## config.mk

```make
export PLATFORM = sky130hd
export DESIGN_NAME = hf_adc_sequencer
export DESIGN_NICKNAME = d
export VERILOG_FILES = /design/src/rtl/hfs_pkg.sv /design/src/rtl/hfs_strobe_edges.sv /design/src/rtl/hfs_therm_enc.sv /design/src/rtl/hfs_phase_timer.sv /design/src/rtl/hf_adc_sequencer.sv
export SDC_FILE = /design/constraint.sdc
export NUM_CORES = 1
export LEC_CHECK = 0
export ABC_CLOCK_PERIOD_IN_PS = 2400
export BUFFER_PORTS_ARGS = -buffer_cell sky130_fd_sc_hd__buf_2
export CAP_MARGIN = 20
export CORE_MARGIN = 1
export CORE_UTILIZATION = 49
export DETAILED_ROUTE_END_ITERATION = 10
export GPL_TIMING_DRIVEN = 0
export PLACE_DENSITY = 0.76
export SYNTH_ARGS = -nofsm -noshare
export SYNTH_HDL_FRONTEND = slang
export SYNTH_SLANG_ARGS = --single-unit
```

## constraint.sdc

```tcl
create_clock -name clk -period 2.4 [get_ports clk]
set_clock_uncertainty 0.15 [all_clocks]
set_input_delay 0.48 -clock clk [delete_from_list [all_inputs] [get_ports clk]]
set_output_delay 0.48 -clock clk [all_outputs]
set_load 0.02 [all_outputs]
```

## src/rtl/hfs_pkg.sv

```systemverilog
package hfs_pkg;

  localparam int NIB_W   = 4;
  localparam int THERM_W = (1 << NIB_W) - 1;
  localparam int WORD_W  = 2 * NIB_W;

  typedef enum logic [2:0] {
    ST_IDLE,
    ST_WR_HOLD,
    ST_WR_FINE,
    ST_RD_COARSE,
    ST_RD_FINE,
    ST_RECOVER
  } seq_state_t;

  // Level of a thermometer word: number of comparators that tripped.
  function automatic logic [NIB_W-1:0] therm_level(input logic [THERM_W-1:0] t);
    logic [NIB_W-1:0] n;
    n = '0;
    for (int i = 0; i < THERM_W; i++) n = n + NIB_W'(t[i]);
    return n;
  endfunction

endpackage

```

## src/rtl/hfs_strobe_edges.sv

```systemverilog
module hfs_strobe_edges (
  input  logic clk,
  input  logic rst_n,
  input  logic cs_n,
  input  logic rd_n,
  input  logic wr_n,
  output logic cs_q,
  output logic rd_q,
  output logic cs_fall,
  output logic cs_rise,
  output logic rd_fall_sel,
  output logic rd_rise,
  output logic wr_fall_sel
);
  logic wr_q;

  always_ff @(posedge clk or negedge rst_n) begin
    if (!rst_n) begin
      cs_q <= 1'b1;
      rd_q <= 1'b1;
      wr_q <= 1'b1;
    end else begin
      cs_q <= cs_n;
      rd_q <= rd_n;
      wr_q <= wr_n;
    end
  end

  assign cs_fall     = cs_q & ~cs_n;
  assign cs_rise     = ~cs_q & cs_n;
  assign rd_rise     = ~rd_q & rd_n;
  // strobe falls only count while selected
  assign rd_fall_sel = rd_q & ~rd_n & ~cs_n;
  assign wr_fall_sel = wr_q & ~wr_n & ~cs_n;
endmodule

```

## src/rtl/hfs_therm_enc.sv

```systemverilog
module hfs_therm_enc
  import hfs_pkg::*;
(
  input  logic [THERM_W-1:0] therm,
  output logic [NIB_W-1:0]   level
);
  assign level = therm_level(therm);
endmodule

```

## src/rtl/hfs_phase_timer.sv

```systemverilog
module hfs_phase_timer #(
  parameter int CNT_W = 6
) (
  input  logic             clk,
  input  logic             rst_n,
  input  logic             load,
  input  logic [CNT_W-1:0] load_val,
  output logic             expired
);
  logic [CNT_W-1:0] cnt;

  always_ff @(posedge clk or negedge rst_n) begin
    if (!rst_n)             cnt <= '0;
    else if (load)          cnt <= load_val;
    else if (cnt != '0)     cnt <= cnt - 1'b1;
  end

  assign expired = (cnt == '0);
endmodule

```

## src/rtl/hf_adc_sequencer.sv

```systemverilog
module hf_adc_sequencer
  import hfs_pkg::*;
#(
  parameter int T_PHASE   = 40,
  parameter int T_RECOVER = 25
) (
  input  logic               clk,
  input  logic               rst_n,
  input  logic               mode_wr,
  input  logic               cs_n,
  input  logic               rd_n,
  input  logic               wr_n,
  input  logic [THERM_W-1:0] coarse_therm,
  input  logic               over_range,
  input  logic [THERM_W-1:0] fine_therm,
  output logic               coarse_cmp,
  output logic               fine_cmp,
  output logic [WORD_W-1:0]  data_q,
  output logic               data_oe,
  output logic               ofl_n,
  output logic               int_n,
  output logic               rdy_low
);
  localparam int T_MAX = (T_PHASE > T_RECOVER) ? T_PHASE : T_RECOVER;
  localparam int CNT_W = $clog2(T_MAX + 1);
  localparam logic [CNT_W-1:0] PH_M1 = CNT_W'(T_PHASE - 1);
  localparam logic [CNT_W-1:0] RC_M1 = CNT_W'(T_RECOVER - 1);

  // strobe events
  logic cs_q, rd_q, cs_fall, cs_rise, rd_fall_sel, rd_rise, wr_fall_sel;

  hfs_strobe_edges u_edges (
    .clk(clk), .rst_n(rst_n), .cs_n(cs_n), .rd_n(rd_n), .wr_n(wr_n),
    .cs_q(cs_q), .rd_q(rd_q), .cs_fall(cs_fall), .cs_rise(cs_rise),
    .rd_fall_sel(rd_fall_sel), .rd_rise(rd_rise), .wr_fall_sel(wr_fall_sel)
  );

  // comparator bank encoders: index 1 = coarse, 0 = fine
  logic [1:0][THERM_W-1:0] bank_therm;
  logic [1:0][NIB_W-1:0]   bank_level;
  assign bank_therm[1] = coarse_therm;
  assign bank_therm[0] = fine_therm;

  for (genvar g = 0; g < 2; g++) begin : g_bank
    hfs_therm_enc u_enc (.therm(bank_therm[g]), .level(bank_level[g]));
  end

  // phase timer
  logic             t_load, t_exp;
  logic [CNT_W-1:0] t_val;

  hfs_phase_timer #(.CNT_W(CNT_W)) u_timer (
    .clk(clk), .rst_n(rst_n), .load(t_load), .load_val(t_val), .expired(t_exp)
  );

  // sequencer state
  seq_state_t       st, st_d;
  logic             pend, pend_d;
  logic [NIB_W-1:0] hi_nib;
  logic             ovr_hold;

  // named internal events
  logic start_req, start_ok, start_go, lat_hi, lat_res, clr_int, rd_busy;
  seq_state_t start_st;

  assign start_req = mode_wr ? wr_fall_sel : rd_fall_sel;
  assign start_ok  = start_req && (st == ST_IDLE || st == ST_RECOVER);
  assign start_st  = mode_wr ? ST_WR_HOLD : ST_RD_COARSE;

  always_comb begin
    st_d     = st;
    pend_d   = pend;
    t_load   = 1'b0;
    t_val    = PH_M1;
    lat_hi   = 1'b0;
    lat_res  = 1'b0;
    start_go = 1'b0;
    unique case (st)
      ST_IDLE: begin
        if (start_req) start_go = 1'b1;
      end
      ST_WR_HOLD: begin
        if (wr_n) begin
          st_d   = ST_WR_FINE;
          lat_hi = 1'b1;
          t_load = 1'b1;
        end
      end
      ST_WR_FINE: begin
        if (rd_fall_sel || t_exp) lat_res = 1'b1;
      end
      ST_RD_COARSE: begin
        if (t_exp) begin
          st_d   = ST_RD_FINE;
          lat_hi = 1'b1;
          t_load = 1'b1;
        end
      end
      ST_RD_FINE: begin
        if (t_exp) lat_res = 1'b1;
      end
      ST_RECOVER: begin
        if (start_req) pend_d = 1'b1;
        if (t_exp) begin
          if (pend || start_req) start_go = 1'b1;
          else                   st_d     = ST_IDLE;
        end
      end
      default: st_d = ST_IDLE;
    endcase
    if (start_go) begin
      st_d   = start_st;
      pend_d = 1'b0;
      t_load = 1'b1;
      t_val  = PH_M1;
    end
    if (lat_res) begin
      st_d   = ST_RECOVER;
      t_load = 1'b1;
      t_val  = RC_M1;
    end
  end

  assign clr_int = rd_rise | cs_rise | start_ok;

  always_ff @(posedge clk or negedge rst_n) begin
    if (!rst_n) begin
      st       <= ST_IDLE;
      pend     <= 1'b0;
      hi_nib   <= '0;
      ovr_hold <= 1'b0;
      data_q   <= '0;
      ofl_n    <= 1'b1;
      int_n    <= 1'b1;
      rdy_low  <= 1'b0;
    end else begin
      st   <= st_d;
      pend <= pend_d;
      if (lat_hi) begin
        hi_nib   <= bank_level[1];
        ovr_hold <= over_range;
      end
      if (lat_res) begin
        data_q <= {hi_nib, bank_level[0]};
        ofl_n  <= ~ovr_hold;
      end
      if (lat_res)      int_n <= 1'b0;
      else if (clr_int) int_n <= 1'b1;
      if (lat_res)                 rdy_low <= 1'b0;
      else if (cs_fall && !mode_wr) rdy_low <= 1'b1;
    end
  end

  assign coarse_cmp = (st == ST_WR_HOLD) || (st == ST_RD_COARSE);
  assign fine_cmp   = (st == ST_WR_FINE) || (st == ST_RD_FINE);
  assign rd_busy    = (st == ST_RD_COARSE) || (st == ST_RD_FINE) || pend;
  assign data_oe    = ~cs_q & ~rd_q & (mode_wr | ~rd_busy);

endmodule

```

After elaboration in Yosys (flattened, before gate mapping)
Cells that the tools add are included.

Register bits after elaboration: 29. Logic and storage cells: 121. Output and inout port bits: 14. Input bits: 37.

Add/sub/neg operators: 29. Muxes and demuxes: 30. Bitwise operators: 19. Equality and inequality tests: 10. Reductions and logical operators: 21.

Operator list (count): $add A4 B1 Y4 (26); $mux W3 (6); $mux W6 (3); $mux W1 (16); $ne A4 B4 Y1 const B (4); $pmux W3 S4 (1); $reduce_bool A2 Y1 (5); $and A1 B1 Y1 (9); $logic_or A1 B1 Y1 (7); $not A1 Y1 (7); $eq A3 B2 Y1 const B (2); $eq A3 B3 Y1 const B (2); $logic_not A6 Y1 (1); $pmux W1 S2 (3); $reduce_bool A6 Y1 (1); $sub A6 B1 Y6 const B (1); $reduce_and A5 Y1 (1); $add A1 B1 Y2 (2); $eq A3 B1 Y1 const B (1); $logic_not A3 Y1 (1); $ne A3 B1 Y1 const B (1); $or A1 B1 Y1 (3); $reduce_or A3 Y1 (1); $logic_and A1 B1 Y1 (2); other kinds (3) (3).

Depth between registers and ports, before layout
Gate-level depths: netlist of run 1.

Depth in word-level cells: 14. Mapped depth: 14. Mapped depth without buffers: 14.

Modules after synthesis
From an unflattened synthesis of run 1, not the netlist that was laid out.

Cell total of the unflattened synthesis: 226. Area, all modules: 2167.1 µm².

Modules (own cells, without submodules): hf_adc_sequencer (cells an instance 106, seq. area each 503.0 µm², instances 1, area an instance 1001.0 µm²); hfs_phase_timer (cells an instance 40, seq. area each 150.1 µm², instances 1, area an instance 400.4 µm²); hfs_therm_enc (g_bank[1].u_enc) (cells an instance 36, seq. area each 0.0 µm², instances 1, area an instance 325.3 µm²); hfs_therm_enc (g_bank[0].u_enc) (cells an instance 36, seq. area each 0.0 µm², instances 1, area an instance 322.8 µm²); hfs_strobe_edges (cells an instance 8, seq. area each 78.8 µm², instances 1, area an instance 117.6 µm²).

Worst setup path after synthesis of run 1
OpenSTA, ideal clock, no wires.

Path kind: input to register. Start point: input coarse_therm[0]. End point: register hi_nib[2]. Cell stages on the path: 13. Setup time: 0.125 ns. Slack: -1.642 ns. Data required time: 2.125 ns. Buffers on the path: 0. Arrival: 3.768 ns. Cells stage by stage: ha_1 inv_1 fa_1 inv_1 fa_1 fa_1 inv_1 fa_1 inv_1 ha_1 fa_1 xor2_1 mux2_2.

Word-level cells in the longest chain between the ends: 14.

RTL lines: start, declared (line hf_adc_sequencer.sv:13) `input logic [THERM_W-1:0] coarse_therm,`; $add A1 B1 Y2 (line hfs_pkg.sv:20) `for (int i = 0; i < THERM_W; i++) n = n + NIB_W'(t[i]);`; $add A4 B1 Y4 (13 in a row) (line hfs_pkg.sv:20); end signal, assigned (line hf_adc_sequencer.sv:140) `hi_nib <= bank_level[1];`; end, declared (line hf_adc_sequencer.sv:59) `logic [NIB_W-1:0] hi_nib;`.

No other way between the ends. A chain may end at the register's enable or synchronous reset.

Final worst setup path of run 1
Start point: input coarse_therm[1]. End point: register hi_nib[2].

Same word-level chain as after synthesis.

==> results, run 1 <==
- The flow ran to the end, but the final reports show violations.
- The checks that failed: negative setup slack.
- Synthesis instantiated 47 different standard cells from the library.
- The type of the most critical hold path is in -> async.
- In this run the remaining antenna-violating nets after routing total 0.
- After routing the design area is between 2000 and 3000 um^2.
- The number of antenna violations at the first check in global routing is 0.
- The end-of-flow core utilization is around 64%.
- After synthesis, the mean cell area works out to between 10 and 15 um^2.
- The portion of synthesized area spent on multiplexers is under 10%.
- Clock tree synthesis selected as its root buffer the cell clkbuf_8.
- The clock net sink count is 29.
- The H-tree depth reported by CTS is 2.
- Cells with a size suffix above 1 make up roughly two fifths of the layout.
- After the first detailed-routing iteration, the DRC count stood at approximately 130.
- The die footprint is 4850 um^2.
- Setup repair after global routing could not meet its margin everywhere.
- The estimated wirelength of the detail-placed design is around 3300 um.
- The start of the worst register-to-register path is u_timer.cnt[1]$_DFFE_PN0P_.
- For this run, the total global-route usage over all layers was measured as around a fifth.
- Synthesis inferred 29 register bits.
- The final-layout worst hold slack is between 0.05 and 0.06 ns.
- The tool flagged a number of max-cap violations equal to 0.
- The count of final max-slew check failures is 0.
- The worst setup path is captured at a flip-flop.
- The CTS tree is built.
- The top achievable clock speed is 0.262 GHz.
- The wire length of the first global-routing pass is slightly above 7000 um.
- The number of ports placed on the die boundary is 51.
- The shortest period the worst path allows is 3.81 ns.
- The top cell types in the final layout, fill and taps aside, are 46 x buf_2, 34 x inv_1, 24 x dfrtp_1, 13 x fa_1, 12 x inv_2.
- The pin count of the biggest net entering global routing is 30.
- Once placement finished, the instance area stood at roughly 2600 um^2.
- The number of synthesized flops with an enable pin is 0.
- The adder and majority gate portion of the synthesized area is about a quarter.
- The worst register-to-register path ends at data_q[2]$_DFFE_PN0P_.
- The final RePlAce weighted congestion is approximately 0.9.
- In this run the worst path has a maximum fanout of 2.
- The depth of the worst register-to-register path is 7.
- The later pin in the worst-skew pair is clocked with a latency of around 0.28 ns.
- The number of buffer cells added on primary ports is 50.
- The horizontal die dimension is 69.6 um.
- Summing the areas of all compound-gate instances in the mapped netlist gives approximately 12% of the synthesized area.
- Summing every instance area after synthesis gives 2240 um^2.
- The clock input transition at the sequential cells of the worst setup and hold paths is around 0.07 ns.
- For this run, the number of Yosys warnings is 0.
- In the post-route analysis, the smallest setup slack over all paths is -1.41 ns.
- Setup violations remaining at the end of the flow were counted as 8.
- TritonCTS created 5 clock buffers.
- The floorplan has 24 rows.
- The synthesized netlist devotes 2.34% of its cell area to XOR and XNOR gates.
- The post-synthesis async set-or-reset flop share is 100%.
- The total number of vias is 1713.
- The final layout contains between 300 and 400 nets.
- The worst-case clock buffer depth is 2.
- The total power density per cell area is 997 nW/um^2.
- Using the TritonRoute via totals, the vias-per-cell ratio works out to 5.25.
- The fraction of the mapped netlist area in simple logic gates is around 11%.
- The critical path launch point type is a primary input.
- The final number of hold-violating endpoints was 0.
- The analysis attributes to cell leakage a power of about 1.4 nW.
- The number of global-route vias before repair is approximately 1600.
- The post-synth net total is roughly 280.
- The most frequently used flop master after synthesis is dfrtp_1.
- Once the floorplan was initialized, standard cells occupied roughly half of the core.
- At the pin with the least slew margin, the transition time is between 0.6 and 0.7 ns.
- The number of inserted diodes is 0.
- The worst path arrival time is roughly 3.8 ns.
- The first detailed-routing pass ran for 4 iterations.
- By area, the combinational part of the netlist is dominated by adder cells.
- VDD sags by at most 0.000397 V.
- Summed over all layers, the routed wires come to around 4200 um.
- The synthesis-to-finish area growth is 24.8%.
- Measured along the y axis, the die boundary spans between 60 and 70 um.
- The remaining design rule violation count is 0.
- The final global-route overflow total is 0.
- The proportion of synthesized chip area in sequential cells is between 30% and 40%.
- The required time of the critical path is 2.41 ns.
- The core area is 4380 um^2.
- The register-to-register path setup slack is roughly 0.08 ns.
- The worst pin sits at a relative slew slack of 54.9%.
- The post-synthesis cell count is between 200 and 250.
- The worst setup path is of the in -> reg kind.
- Leaving out fill and tap cells, the most frequent cell in the layout is buf_2.
- The final critical-path share of the clock period is 159%.
- In the final routed layout, each cell accounts on average for ~13 um.
synth_stat cells, types with 5 or more instances:
cell type  instances  area [um^2]
dfrtp_1           24          601
mux2_4             5         75.1
nor2_1            11         41.3
inv_1             46          173
xnor2_1            5         43.8
a21oi_1            9         45.0
dfstp_2            5          131
ha_1              13          163
o21ai_0            5         25.0
fa_1              18          360
a31oi_1            5         31.3
nand2b_1           5         31.3
mux2_2             7         78.8
flip-flops by register name, indices dropped and copies added (netlist names):
register and count:
ovr_hold 1, int_n 1, rdy_low 1, u_edges.rd_q 1, data_q 8, ofl_n 1
hi_nib 4, u_edges.cs_q 1, u_edges.wr_q 1, st 3, pend 1, u_timer.cnt 6
worst max-delay path by stage:
stage | from | slack, ns | end | cells after the start
after floorplan | coarse_therm[1] | -1.55 | hi_nib[2]$_DFFE_PN0P_ | 13
after global placement | coarse_therm[1] | -1.73 | hi_nib[2]$_DFFE_PN0P_ | 14
after detailed placement | coarse_therm[1] | -1.76 | hi_nib[2]$_DFFE_PN0P_ | 14
after CTS | coarse_therm[1] | -1.42 | hi_nib[2]$_DFFE_PN0P_ | 14
after global routing | coarse_therm[1] | -1.51 | hi_nib[2]$_DFFE_PN0P_ | 14
final | coarse_therm[1] | -1.41 | hi_nib[2]$_DFFE_PN0P_ | 14
layer usage:
metal	GRT usage (%)	share of wire [%]
met1	24.4	44
met2	30.7	49
met3	4.65	4.8
met4	5.33	1.3
met5	0	0
through the flow:
stage	instances	setup slack [ns]	TNS (ns)	power, mW
6_report	326	-1.41	-9.80	2.79
5_1_grt	326	-1.51	-10.64	3.05
4_1_cts	324	-1.42	-9.88	2.78
3_5_place_dp	315	-1.76	-12.70	2.31
3_3_place_gp	315	-1.73	-12.46	2.26
2_1_floorplan	213	-1.55	-10.98	1.95
critical path, stage by stage:
cell and delay [ns]:
buf_6 0.10, ha_4 0.25, inv_2 0.03, fa_1 0.48
inv_2 0.04, fa_2 0.45, fa_1 0.51, inv_1 0.05
fa_1 0.49, inv_2 0.04, ha_4 0.15, fa_2 0.33
xor2_1 0.16, mux2_2 0.26
repair_timing:
| action | in CTS | in global routing |
|---|---|---|
| endpoints found under the setup margin | 9 | 13 |
| pin swaps | 13 | 4 |
| gates resized for setup | 13 | 4 |
| cloned | 0 | 0 |
| buffers inserted | 2 | 3 |
| hold buffers | 0 | 0 |
area by class of cell:
| cell class | instances | area (um^2) |
|---|---|---|
| Clock buffer | 6 | 72.6 |
| Multi-Input combinational cell | 132 | 1400 |
| Sequential cell | 29 | 732 |
| Tap cell | 52 | 65.1 |
| Clock inverter | 2 | 10.0 |
| Fill cell | 373 | 1590 |
| Inverter | 46 | 173 |
| Timing Repair Buffer | 55 | 313 |
| Buffer | 4 | 32.5 |
power by group:
part           internal, mW  switching (mW)  total (mW)
combinational         0.786           0.809        1.60
sequential            0.660           0.153       0.813
clock                 0.200           0.183       0.383
cells by family after synthesis:
kind of cell,count (synthesis)
AOI/OAI and AO/OA,39
xor gates and xnor gates,6
adders and majority gates,31
buffers and inverters,52
DFF,29
muxes,15
and+or+nand+nor,41
No activity file was read; power rests on OpenSTA's default activity.
==> run 2, diff against run 1 <==
--- a/config.mk
+++ b/config.mk
@@ -6,13 +6,16 @@
 export NUM_CORES = 1
 export LEC_CHECK = 0
 export ABC_CLOCK_PERIOD_IN_PS = 2400
-export BUFFER_PORTS_ARGS = -buffer_cell sky130_fd_sc_hd__buf_2
+export BUFFER_PORTS_ARGS = -buffer_cell sky130_fd_sc_hd__buf_4
 export CAP_MARGIN = 20
+export CELL_PAD_IN_SITES_DETAIL_PLACEMENT = 0
+export CELL_PAD_IN_SITES_GLOBAL_PLACEMENT = 1
 export CORE_MARGIN = 1
-export CORE_UTILIZATION = 49
+export CORE_UTILIZATION = 38
+export CTS_CLUSTER_DIAMETER = 60
 export DETAILED_ROUTE_END_ITERATION = 10
 export GPL_TIMING_DRIVEN = 0
-export PLACE_DENSITY = 0.76
+export PLACE_DENSITY_LB_ADDON = 0.1
 export SYNTH_ARGS = -nofsm -noshare
 export SYNTH_HDL_FRONTEND = slang
 export SYNTH_SLANG_ARGS = --single-unit
==> run 2 against run 1 <==
The run still ends with negative setup slack left; design area up 7.0%; first-iteration DRC count down 44%; sequential share of layout area down 1.7 points.
==> results, run 2 (synthesized netlist as in run 1, its figures left out) <==
- The run finished, with violations left.
- The final reports fail on negative setup slack.
- The number of buffers added by the clock tree synthesis step is 5.
- The required time of the critical path is about 2.4 ns.
- Entering global routing, the biggest net connects 30 pins.
- The per-cell routed wire length is 12.6 um.
- The die is about 80 um tall.
- The tool flagged a number of max-cap violations equal to 0.
- The first global-routing pass estimated 7660 um of wire.
- Routability-driven placement finished with a final weighted congestion of about 0.8.
- The H-tree depth reported by CTS is 2.
- The clock passes through at most 2 buffers.
- The post-detailed-routing wire length is between 4000 and 5000 um.
- Cells with a size suffix above 1 make up a little over two fifths of the layout.
- The row count is 27.
- The maximum resistive drop on vdd is approximately 0.00032 V.
- The core area is approximately 5600 um^2.
- More flip-flops sit in one register than any other, and that register is data_q.
- The worst pin sits at a relative slew slack of about 52%.
- In the routed design, unresolved DRC markers number 0.
- The register with the most flip-flops in the layout has 8 of them.
- After clock tree synthesis, the clock-pin slew on the worst setup and hold paths is ~0.06 ns.
- The sum of internal, switching and leakage power is about 2.9 mW.
- The number of ports placed on the die boundary is 51.
- The final critical-path share of the clock period is 158%.
- The remaining number of nets flagged by the antenna check after routing is 0.
- For this run the aggregate overflow at the end of global routing stands at 0.
- TritonCTS built the clock tree.
- The pre-antenna-repair detailed-routing pass consisted of 4 iterations.
- Leaving out fill and tap cells, the most frequent cell in the layout is buf_4.
- Clock latency on the worst-skew pair, taken at its later pin, is between 0.2 and 0.3 ns.
- Before CTS, the worst setup slack after placement is -1.78 ns.
- For this run, the total global-route usage over all layers was measured as about 16%.
- The clock net sink count is 29.
- The number of global-route vias before repair is 1686.
- The cell class contributing the biggest share of worst-path delay is adder cells.
- The count of final max-slew check failures was 0.
- Detailed placement finished with a half-perimeter wire length of roughly 3400 um.
- The area occupied by multi-input gates is between 1000 and 1500 um^2.
- The top achievable clock speed is 0.263 GHz.
- The number of antenna violations at the first check in global routing is 0.
- For the pin with the worst max-slew slack, the measured transition is between 0.7 and 0.8 ns.
- Subtracting the final worst setup slack from the clock period gives around 3.8 ns.
- The number of buffers and inverters on the critical path is 5.
- The top cell types in the final layout, fill and taps aside, are 51 x buf_4, 32 x inv_1, 23 x dfrtp_1, 14 x inv_2, 13 x fa_1.
- The horizontal die dimension is approximately 79 um.
- The number of antenna diodes in the final layout is 0.
- The mean number of vias per cell is around 4.9.
- The die footprint is between 6000 and 7000 um^2.
- The worst setup path is launched from a primary input.
- The layout has roughly 540 filler cells.
- Summed over all cells, the static leakage comes to 1.46 nW.
- Setup repair after global routing could not meet its margin everywhere.
- In the final layout, the registers with the most flip-flops are data_q (8), u_timer.cnt (6), hi_nib (4).
- The worst setup slack after layout is -1.40 ns.
- Across the whole layout, storage elements account for roughly 730 um^2.
- In this run, the number of DRC markers left after iteration 0 of detailed routing was 72.
- At the worst endpoint, the arrival time is between 3 and 4 ns.
- The type of the most critical hold path is in -> reg.
- The critical path goes through buf_6 -> ha_4 -> inv_2 -> fa_1 -> inv_2 -> fa_2 -> fa_1 -> inv_1 -> fa_1 -> inv_2 -> ha_4 -> fa_2 -> xor2_1 -> mux2_2.
- The kind of end point of the critical path is a flip-flop.
- The cell with the biggest individual delay on the critical path is fa_1.
- The critical-path maximum fanout is 2.
- By startpoint and endpoint, the worst setup path is classified as in -> reg.
- The number of nets in the final layout is between 300 and 400.
- The final number of hold-violating endpoints came to 0.
- The area growth from synthesis to layout is 33.5%.
- The initial standard-cell utilization of the core is 40.0%.
- The register-to-register path setup slack is around 0.090 ns.
- The total power density per cell area is approximately 1000 nW/um^2.
- The clock tree root buffer cell is clkbuf_8.
- Port buffering added 50 buffers.
- For this run, the slowest stage of the critical path takes 0.51 ns.
- The detailed router placed between 1500 and 2000 vias in this run.
- Setup violations remaining at the end of the flow were counted as 8.
[run 2: changes by cell type in the layout (fill, tap and decap cells not counted), moves of 2 or more]
cell / delta
inv_2: +2
inv_1: -2
buf_4: +46
clkinv_2: -2
buf_2: -46
[run 2: layer usage]
layer | part of all wire, % | up-vias | GRT usage (%)
met5 | 0 | - | 0
met4 | 2.1 | 0 | 6.91
met3 | 4.0 | 8 | 2.99
met2 | 49 | 44 | 26.4
met1 | 45 | 803 | 20.2
li1 | - | 833 | -
[run 2: stage by stage]
step           hold slack, ns  cell area [um^2]  instances  TNS, ns  util [%]
4_1_cts                 0.161              2940        345    -9.98      52.4
6_report                0.169              2990        348    -9.82      53.4
3_3_place_gp            0.254              2780        335   -12.66      49.6
3_5_place_dp            0.269              2780        335   -12.80      49.6
5_1_grt                 0.160              2990        348   -10.70      53.4
2_1_floorplan          0.0344              2310        213   -10.98         -
[run 2: layout make-up]
type	instances	area share [%]
Buffer	4	1.17
Clock buffer	8	3.01
Inverter	46	5.77
Multi-Input combinational cell	132	47.3
Sequential cell	29	24.5
Tap cell	72	3.01
Timing Repair Buffer	57	15.3
[run 2: path summary, 6_finish.rpt]
| kind | startpoint | to | cells past startpoint |
|---|---|---|---|
| worst max-delay path | coarse_therm[1] | hi_nib[2]$_DFFE_PN0P_ | 14 |
| max in group asynchronous | rst_n | int_n$_DFFE_PN1P_ | 2 |
| min in group asynchronous | rst_n | u_timer.cnt[3]$_DFFE_PN0P_ | 2 |
| worst min register to register | ovr_hold$_DFFE_PN0P_ | ofl_n$_DFFE_PN1P_ | 1 |
| worst min-delay path | rd_n | u_edges.rd_q$_DFF_PN1_ | 1 |
| worst max register to register | u_timer.cnt[1]$_DFFE_PN0P_ | data_q[6]$_DFFE_PN0P_ | 7 |
[run 2: timing repair]
action	4_1_cts	5_1_grt
resized for setup	16	8
setup endpoints to repair	12	13
buffers inserted	2	4
hold buffers	1	0
endpoints found under the hold margin	24	0
pin swaps	13	3
[run 2: worst register-to-register path, cell delays in order (launching register included)]
cell and delay [ns]:
dfrtp_1 0.40, inv_2 0.08, ha_4 0.14, or4b_4 0.53
nor4_4 0.30, a31o_4 0.17, buf_12 0.12, mux2_4 0.29
[run 2: power by group]
| group | internal (mW) | total [mW] | switching [mW] | leakage, nW |
|---|---|---|---|---|
| Clock | 0.234 | 0.423 | 0.190 | 0.0455 |
| Combinational | 0.861 | 1.68 | 0.817 | 1.07 |
| Sequential | 0.662 | 0.821 | 0.159 | 0.351 |
| Total | 1.76 | 2.92 | 1.17 | 1.46 |
